--- config.mk ---
export PLATFORM = sky130hd
export DESIGN_NAME = seq_mult
export DESIGN_NICKNAME = d
export VERILOG_FILES = /design/src/rtl/mul_pkg.sv /design/src/rtl/mul_ctrl.sv /design/src/rtl/mul_datapath.sv /design/src/rtl/seq_mult.sv
export SDC_FILE = /design/constraint.sdc
export NUM_CORES = 1
export LEC_CHECK = 0
export ABC_AREA = 1
export BUFFER_PORTS_ARGS = -buffer_cell sky130_fd_sc_hd__buf_4
export CAP_MARGIN = 10
export CORE_MARGIN = 3
export CORE_UTILIZATION = 50
export DETAILED_ROUTE_END_ITERATION = 10
export PLACE_DENSITY = 0.74
export REMOVE_ABC_BUFFERS = 1
export SLEW_MARGIN = 5
export SYNTH_ARGS = -nofsm -noshare
export SYNTH_HDL_FRONTEND = slang
export SYNTH_SLANG_ARGS = --single-unit
--- constraint.sdc ---
create_clock -name clk -period 2.1 [get_ports clk]
set_input_delay 0.42 -clock clk [delete_from_list [all_inputs] [get_ports clk]]
set_output_delay 0.42 -clock clk [all_outputs]
set_load 0.02 [all_outputs]
--- src/rtl/mul_pkg.sv ---
package mul_pkg;

  typedef enum logic [1:0] {
    ST_IDLE = 2'd0,
    ST_INIT = 2'd1,
    ST_ITER = 2'd2,
    ST_DONE = 2'd3
  } mul_state_e;

  // shift register mode codes
  localparam logic [1:0] MODE_HOLD  = 2'b00;
  localparam logic [1:0] MODE_SHIFT = 2'b01;
  localparam logic [1:0] MODE_LOAD  = 2'b11;

  // partial value: clear wins, then sum or zero-extended accumulator
  function automatic logic [8:0] partial8(input logic [7:0] hp,
                                          input logic [7:0] mc,
                                          input logic       sel,
                                          input logic       clr);
    if (clr)      return 9'd0;
    else if (sel) return {1'b0, hp} + {1'b0, mc};
    else          return {1'b0, hp};
  endfunction

endpackage

--- src/rtl/mul_ctrl.sv ---
module mul_ctrl #(
  parameter int W = 8
) (
  input  logic       clk,
  input  logic       rst_n,
  input  logic       start,
  input  logic       lsb,
  output logic       ld_mcnd_n,
  output logic       ld_hp_n,
  output logic [1:0] mode,
  output logic       sel_sum,
  output logic       clr,
  output logic       busy,
  output logic       done
);
  import mul_pkg::*;

  localparam int CW = (W > 1) ? $clog2(W) : 1;
  localparam logic [CW-1:0] LAST = CW'(W - 1);

  mul_state_e state, state_nx;
  logic [CW-1:0] cnt;
  logic          accept;
  logic          last_iter;

  assign accept    = start && (state == ST_IDLE || state == ST_DONE);
  assign last_iter = (cnt == LAST);

  always_comb begin
    state_nx = state;
    case (state)
      ST_IDLE: if (accept) state_nx = ST_INIT;
      ST_INIT: state_nx = ST_ITER;
      ST_ITER: if (last_iter) state_nx = ST_DONE;
      ST_DONE: state_nx = accept ? ST_INIT : ST_IDLE;
      default: state_nx = ST_IDLE;
    endcase
  end

  always_ff @(posedge clk or negedge rst_n) begin
    if (!rst_n) begin
      state <= ST_IDLE;
      cnt   <= '0;
    end else begin
      state <= state_nx;
      if (state == ST_ITER) cnt <= cnt + 1'b1;
      else                  cnt <= '0;
    end
  end

  always_comb begin
    ld_mcnd_n = 1'b1;
    ld_hp_n   = 1'b1;
    mode      = MODE_HOLD;
    sel_sum   = 1'b0;
    clr       = 1'b0;
    case (state)
      ST_INIT: begin
        ld_mcnd_n = 1'b0;
        ld_hp_n   = 1'b0;
        mode      = MODE_LOAD;
        clr       = 1'b1;
      end
      ST_ITER: begin
        ld_hp_n   = 1'b0;
        mode      = MODE_SHIFT;
        sel_sum   = lsb;
      end
      default: ;
    endcase
  end

  assign busy = (state == ST_INIT) || (state == ST_ITER);
  assign done = (state == ST_DONE);

endmodule

--- src/rtl/mul_datapath.sv ---
module mul_datapath #(
  parameter int W = 8
) (
  input  logic           clk,
  input  logic           rst_n,
  input  logic [W-1:0]   op_a,
  input  logic [W-1:0]   op_b,
  input  logic           ld_mcnd_n,
  input  logic           ld_hp_n,
  input  logic [1:0]     mode,
  input  logic           sel_sum,
  input  logic           clr,
  output logic           lsb,
  output logic [2*W-1:0] product
);
  import mul_pkg::*;

  logic [W-1:0] mcnd_q, hp_q, mpl_q;
  logic [W:0]   part;

  always_comb begin
    if (clr)          part = '0;
    else if (sel_sum) part = {1'b0, hp_q} + {1'b0, mcnd_q};
    else              part = {1'b0, hp_q};
  end

  always_ff @(posedge clk or negedge rst_n) begin
    if (!rst_n) begin
      mcnd_q <= '0;
      hp_q   <= '0;
      mpl_q  <= '0;
    end else begin
      if (!ld_mcnd_n) mcnd_q <= op_a;
      if (!ld_hp_n)   hp_q   <= part[W:1];
      case (mode)
        MODE_LOAD:  mpl_q <= op_b;
        MODE_SHIFT: mpl_q <= {part[0], mpl_q[W-1:1]};
        default:    mpl_q <= mpl_q;
      endcase
    end
  end

  assign lsb     = mpl_q[0];
  assign product = {hp_q, mpl_q};

endmodule

--- src/rtl/seq_mult.sv ---
module seq_mult #(
  parameter int W = 8
) (
  input  logic           clk,
  input  logic           rst_n,
  input  logic           start,
  input  logic [W-1:0]   op_a,
  input  logic [W-1:0]   op_b,
  output logic           busy,
  output logic           done,
  output logic [2*W-1:0] product
);

  logic       ld_mcnd_n;
  logic       ld_hp_n;
  logic [1:0] mode;
  logic       sel_sum;
  logic       clr;
  logic       lsb;

  mul_ctrl #(.W(W)) u_ctrl (
    .clk       (clk),
    .rst_n     (rst_n),
    .start     (start),
    .lsb       (lsb),
    .ld_mcnd_n (ld_mcnd_n),
    .ld_hp_n   (ld_hp_n),
    .mode      (mode),
    .sel_sum   (sel_sum),
    .clr       (clr),
    .busy      (busy),
    .done      (done)
  );

  mul_datapath #(.W(W)) u_dp (
    .clk       (clk),
    .rst_n     (rst_n),
    .op_a      (op_a),
    .op_b      (op_b),
    .ld_mcnd_n (ld_mcnd_n),
    .ld_hp_n   (ld_hp_n),
    .mode      (mode),
    .sel_sum   (sel_sum),
    .clr       (clr),
    .lsb       (lsb),
    .product   (product)
  );

endmodule

Yosys cells after proc, flatten, opt, wreduce, memory -nomap -nowiden
Cells that the tools add are included.
{"block": "op_classes", "add_sub_neg": 2, "n_eq_ne": 8, "mux": 11, "n_reduce_logical": 7}
{"cell": "$mux 9", "n": 2}
{"cell": "$pmux 8 s2", "n": 1}
{"cell": "$add 8x8->9", "n": 1}
{"cell": "$pmux 2 s4", "n": 1}
{"cell": "$eq 2x2->1 const B", "n": 3}
{"cell": "$eq 2x1->1 const B", "n": 2}
{"cell": "$mux 2", "n": 2}
{"cell": "$ne 2x1->1 const B", "n": 2}
{"cell": "$pmux 2 s2", "n": 1}
{"cell": "$add 3x1->3 const B", "n": 1}
{"cell": "$eq 3x3->1 const B", "n": 1}
{"cell": "$mux 1", "n": 3}
{"cell": "$mux 3", "n": 1}
{"cell": "$logic_not 2->1", "n": 1}
{"cell": "$logic_or 1x1->1", "n": 2}
{"cell": "$reduce_and 2->1", "n": 1}
{"cell": "$reduce_bool 2->1", "n": 1}
{"cell": "$reduce_or 2->1", "n": 1}
{"cell": "$logic_and 1x1->1", "n": 1}
{"block": "totals", "regBits": 29, "inputBits": 19, "wordCells": 33}

Depth between registers and ports, before layout
{"block": "depth", "depth_word": 5, "mapped_depth": 12, "ltp_nobuf": 12}

By module
Synthesis repeated with hierarchy kept, for this count alone.
{"block": "unflattened", "cells_unflattened": 215, "area_unflattened_um2": 1815.5}
{"mod": "mul_datapath", "instances": 1, "cells_each": 173, "area_each_um2": 1460.2, "seq_area_each_um2": 600.6}
{"mod": "mul_ctrl", "instances": 1, "cells_each": 42, "area_each_um2": 355.3, "seq_area_each_um2": 125.1}

Worst setup path after synthesis
OpenSTA, ideal clock, no wires.
{"block": "synth_timing", "path_type": "flip-flop to flip-flop", "startpoint": "register u_dp.hp_q[0]", "endpoint": "register u_dp.hp_q[3]", "arrival_time_ns": 1.649, "setup_slack_ns": 0.368, "stages_incl_launch_ff": 12, "n_path_buf": 0, "cell_sequence": "dfrtp_1 ha_1 inv_1 fa_1 inv_1 nand2_1 nand2_1 nand2_1 or2_1 nand3_1 nand2_1 o21ai_0"}
{"block": "synth_between", "elab_chain_cells": 3}
{"element": "start, declared", "line_no": "mul_datapath.sv:18", "text": "logic [W-1:0] mcnd_q, hp_q, mpl_q;"}
{"element": "start signal, assigned", "line_no": "mul_datapath.sv:34", "text": "if (!ld_hp_n) hp_q <= part[W:1];"}
{"element": "$add 8x8->9", "line_no": "mul_datapath.sv:23", "text": "else if (sel_sum) part = {1'b0, hp_q} + {1'b0, mcnd_q};"}
{"element": "$mux 9", "line_no": "mul_datapath.sv:23"}
{"element": "$mux 9", "line_no": "mul_datapath.sv:22", "text": "if (clr) part = '0;"}
Every way passes these cells.
A chain may end at the register's enable or synchronous reset.

Worst setup path after layout
{"block": "layout_timing", "startpoint": "register u_ctrl.state[1]", "endpoint": "output busy"}
{"block": "layout_between", "elab_chain_cells": 2}
{"element": "start, declared", "line_no": "mul_ctrl.sv:21", "text": "mul_state_e state, state_nx;"}
{"element": "start signal, assigned", "line_no": "mul_ctrl.sv:45", "text": "state <= state_nx;"}
{"element": "$eq 2x1->1 / $eq 2x2->1 (equally long branches)", "line_no": "mul_ctrl.sv:73", "text": "assign busy = (state == ST_INIT) || (state == ST_ITER);"}
{"element": "$logic_or 1x1->1 (*)", "line_no": "mul_ctrl.sv:73"}
{"element": "end, declared", "line_no": "seq_mult.sv:9", "text": "output logic busy,"}
Mark *: on every way between the ends. The rest lies on a longest branch, timed or not.

==> results.rst <==
.. list-table::
   :header-rows: 1

   * - Metric
     - Value
   * - Root Buffer
     - sky130_fd_sc_hd__clkbuf_4
   * - Cell occurring most often along the worst timing path
     - sky130_fd_sc_hd__buf_4
   * - Initial core utilization
     - 0.5425
   * - Largest family of logic cells by synthesized area
     - simple AND/OR/NAND/NOR gates
   * - Quantity of I/O buffers inserted on ports
     - 36
   * - Largest vdd supply drop
     - 1.168 mV
   * - Detailed placer's ending HPWL
     - roughly 2700 um
   * - Remaining global-route overflow
     - 0
   * - I/O pins
     - 37
   * - Global placer's final weighted congestion
     - 0.8022
   * - Relative area change from synthesis to final layout
     - 20.56%
   * - Pre-CTS WS
     - 421.2 ps
   * - Status
     - complete, but fails checks
   * - Maximum single-stage delay on the critical path
     - 440 ps
   * - MaxCap Viol Count
     - 0
   * - Type of the worst min-delay path
     - in2async
   * - Sum of routed wire length over all layers
     - 3699 um
   * - Final worst clock skew
     - 17.67 ps
   * - Clock Latency Late Sink
     - 330 ps
   * - Launch instance of the worst register-to-register path
     - u_dp.hp_q[0]
   * - Tcrit/Tclk final
     - 0.9311
   * - WL met2
     - 1729 um
   * - Number of failing hold endpoints at the final stage
     - 8
   * - Unrepaired setup endpoints after global routing
     - false
   * - Compound-gate portion of the synthesized area
     - 0.1156
   * - Worst EP required
     - 1680 ps
   * - Sequential cell area in the final layout
     - 725.7 um^2
   * - Drt first-iter violations
     - 51
   * - Worst-path fanout max
     - 15
   * - Critical Path, Cell by Cell
     - inv_1 > ha_1 > buf_4 > buf_4
   * - Fraction of synthesized area in multiplexers
     - 0
   * - CP max stage cell
     - sky130_fd_sc_hd__dfrtp_1
   * - Metal3 WL
     - 172 um
   * - Worst hold margin
     - -4.210 ps
   * - FP Rows
     - 20
   * - Setup total negative slack
     - 0 ps
   * - Total power after layout
     - ~0.0032 W
   * - Synthesized flop and latch total
     - 29
   * - Post-Layout Cell Count
     - 304
   * - Leading cell type in the layout, fill and taps excluded
     - sky130_fd_sc_hd__nand2_1
   * - Number of flops mapped to enable cells by yosys
     - 0
   * - Cts-stage hold buffer count
     - 0
   * - Die extent in x
     - between 60 and 70 um
   * - Pin count of the biggest net entering global routing
     - 30
   * - Iteration count of the initial detailed-routing pass
     - 5
   * - CTS Buffer Depth
     - 2
   * - Worst Reg-to-Reg Cells
     - 11
   * - Pwr Density
     - 1563 nW/um^2
   * - Count of instances resized after the clock tree is built
     - 0
   * - Nets@finish
     - 295
   * - Worst Path Buf+Inv
     - 3
   * - Violated checks
     - negative hold slack
   * - Via count of the first global-routing pass
     - between 1500 and 2000
   * - Reg-to-reg critical path endpoint
     - u_dp.hp_q[3]
   * - Leakage power total
     - 1.124 nW
   * - Number of setup buffers added after CTS
     - 0
   * - Number of antenna violations at the first check in global routing
     - 0
   * - Post-synth top flop
     - sky130_fd_sc_hd__dfrtp_1
   * - Synthesized area
     - 1710 um^2
   * - Residual DRC count
     - 0
   * - Diodes inserted
     - 0
   * - Critical path's top delay family
     - buffers and inverters
   * - Relative max-transition margin
     - 0.7526
   * - Proportion of synthesized flip-flops having asynchronous set or reset
     - 1.000
   * - Smallest setup slack after layout
     - 144.6 ps
   * - Maximum clock frequency
     - ~500 MHz
   * - Average cell area after synthesis
     - between 7 and 8 um^2
   * - CTS sink cnt
     - 29
   * - Category of the critical setup timing path
     - reg2out
   * - Cells after synthesis
     - 221
   * - Max-slew violation total from the final report
     - 0
   * - Die area
     - 4158 um^2
   * - Wire length of the first global-routing pass
     - 6410 um
   * - Placeable core area
     - around 3200 um^2
   * - Arrival @ worst endpoint
     - 1540 ps
   * - Transition time of the tightest slew-check pin
     - 371.1 ps
   * - M1 wire length
     - 1752 um
   * - Post-route ant nets
     - 0
   * - Count of cell types in the netlist
     - 24
   * - Sort of element at the start of the critical path
     - flop
   * - # fillers
     - 320
   * - Yosys warnings
     - 0
   * - Number of levels the H-tree was split into
     - 2
   * - Register-to-register setup slack
     - just under 400 ps
   * - Ratio of cells with drive above 1 in the final layout
     - 0.1885
   * - Post-synthesis adder-cell area fraction
     - 0.1214
   * - Top layer used by detailed routing
     - met4
   * - Clock buffers created by TritonCTS
     - 5
   * - Final setup violation count
     - 0
   * - Vias per Instance
     - 5.046
   * - Fraction of synthesized cell area in xor and xnor cells
     - 0.005121
   * - Die boundary height
     - 64.49 um
   * - Total vias in the final route
     - about 1500
   * - Multi-input combinational cell area
     - ~860 um^2
   * - TritonCTS clock tree
     - done
   * - Instance count after placement with tap cells included
     - 297
   * - Area share of and/or/nand/nor cells after synthesis
     - 0.2597
   * - Time the final worst path needs with I/O delays and setup
     - 1955 ps
   * - Share of the yosys chip area belonging to registers
     - 0.4243
   * - WL per Instance
     - between 10 and 15 um
   * - Setup crit end kind
     - output pin
   * - Clock-pin slew on the worst setup and hold paths
     - 100 ps
   * - Commonest cells after routing, fill and taps aside
     - 72 x sky130_fd_sc_hd__nand2_1, 37 x sky130_fd_sc_hd__buf_4, 29 x sky130_fd_sc_hd__dfrtp_1
   * - GRT Total Usage
     - 0.1979
[layer usage]
metal  GRT usage  vias to the layer above
li1            -                      781
met1      0.2463                      715
met2      0.3402                       33
met3     0.05026                        5
met4     0.05541                        0
met5           0                        -
[worst max path at each step]
stage / depth (start not counted) / start / slack (ps) / endpoint
after global routing: 4 / u_ctrl.state[1] / 40 / busy
after global placement: 11 / u_dp.hp_q[0] / 460 / u_dp.hp_q[3]
final: 4 / u_ctrl.state[1] / 140 / busy
after CTS: 4 / u_ctrl.state[1] / 130 / busy
after floorplan: 11 / u_dp.hp_q[0] / 360 / u_dp.hp_q[3]
after detailed placement: 11 / u_dp.hp_q[0] / 420 / u_dp.hp_q[3]
[registers in the layout (all words and copies together), names as in the netlist]
| register | count |
|---|---|
| u_ctrl.cnt | 3 |
| u_dp.hp_q | 8 |
| u_ctrl.state | 2 |
| u_dp.mcnd_q | 8 |
| u_dp.mpl_q | 8 |
[logic make-up (layout without fill, tap and decap cells)]
logic type	count (synthesis)	count (layout)
flops	29	29
simple gates	110	110
xor+xnor	1	1
fa+ha+maj	16	16
buf+inv	29	68
compound gates	36	36
[power by group]
part	switching, W	internal, W
Sequential	0.000188	0.000804
Combinational	0.00118	0.000700
Clock	0.000189	0.000158
Total	0.00156	0.00166
[worst reg2reg max path: stages (launching register included)]
cell	delay [ps]
sky130_fd_sc_hd__dfrtp_1	380
sky130_fd_sc_hd__ha_1	180
sky130_fd_sc_hd__inv_1	60
sky130_fd_sc_hd__fa_1	390
sky130_fd_sc_hd__inv_1	70
sky130_fd_sc_hd__nand2_1	40
sky130_fd_sc_hd__nand2_1	70
sky130_fd_sc_hd__nand2_1	70
sky130_fd_sc_hd__or2_1	210
sky130_fd_sc_hd__nand3_1	70
sky130_fd_sc_hd__nand2_1	50
sky130_fd_sc_hd__o21ai_0	60
[cell usage after synthesis, types with 2 or more instances]
master / instances / area (um^2)
sky130_fd_sc_hd__o21ai_0: 20 / 100.1
sky130_fd_sc_hd__inv_1: 21 / 78.83
sky130_fd_sc_hd__nand3_1: 10 / 50.05
sky130_fd_sc_hd__ha_1: 15 / 187.7
sky130_fd_sc_hd__nand2_2: 2 / 12.51
sky130_fd_sc_hd__dfrtp_1: 29 / 725.7
sky130_fd_sc_hd__buf_4: 2 / 15.01
sky130_fd_sc_hd__o2111ai_1: 2 / 17.52
sky130_fd_sc_hd__nor2_1: 21 / 78.83
sky130_fd_sc_hd__inv_2: 3 / 11.26
sky130_fd_sc_hd__buf_2: 2 / 10.01
sky130_fd_sc_hd__or2_1: 3 / 18.77
sky130_fd_sc_hd__nand2_1: 72 / 270.3
sky130_fd_sc_hd__a21oi_1: 9 / 45.04
[metrics by stage]
stage | instance area [um^2] | util
3_5_place_dp | 2007 | 0.6365
6_report | 2062 | 0.6540
3_3_place_gp | 2007 | 0.6365
2_1_floorplan | 1674 | -
4_1_cts | 2062 | 0.6540
5_1_grt | 2062 | 0.6540
[cell type report]
cell class | count | area share
well taps | 44 | 0.02670
inverters | 24 | 0.04369
repair buffers | 37 | 0.1347
clock buffers | 7 | 0.02670
flip-flops and latches | 29 | 0.3519
multi-input cells | 163 | 0.4163
No activity file was read; power rests on OpenSTA's default activity.
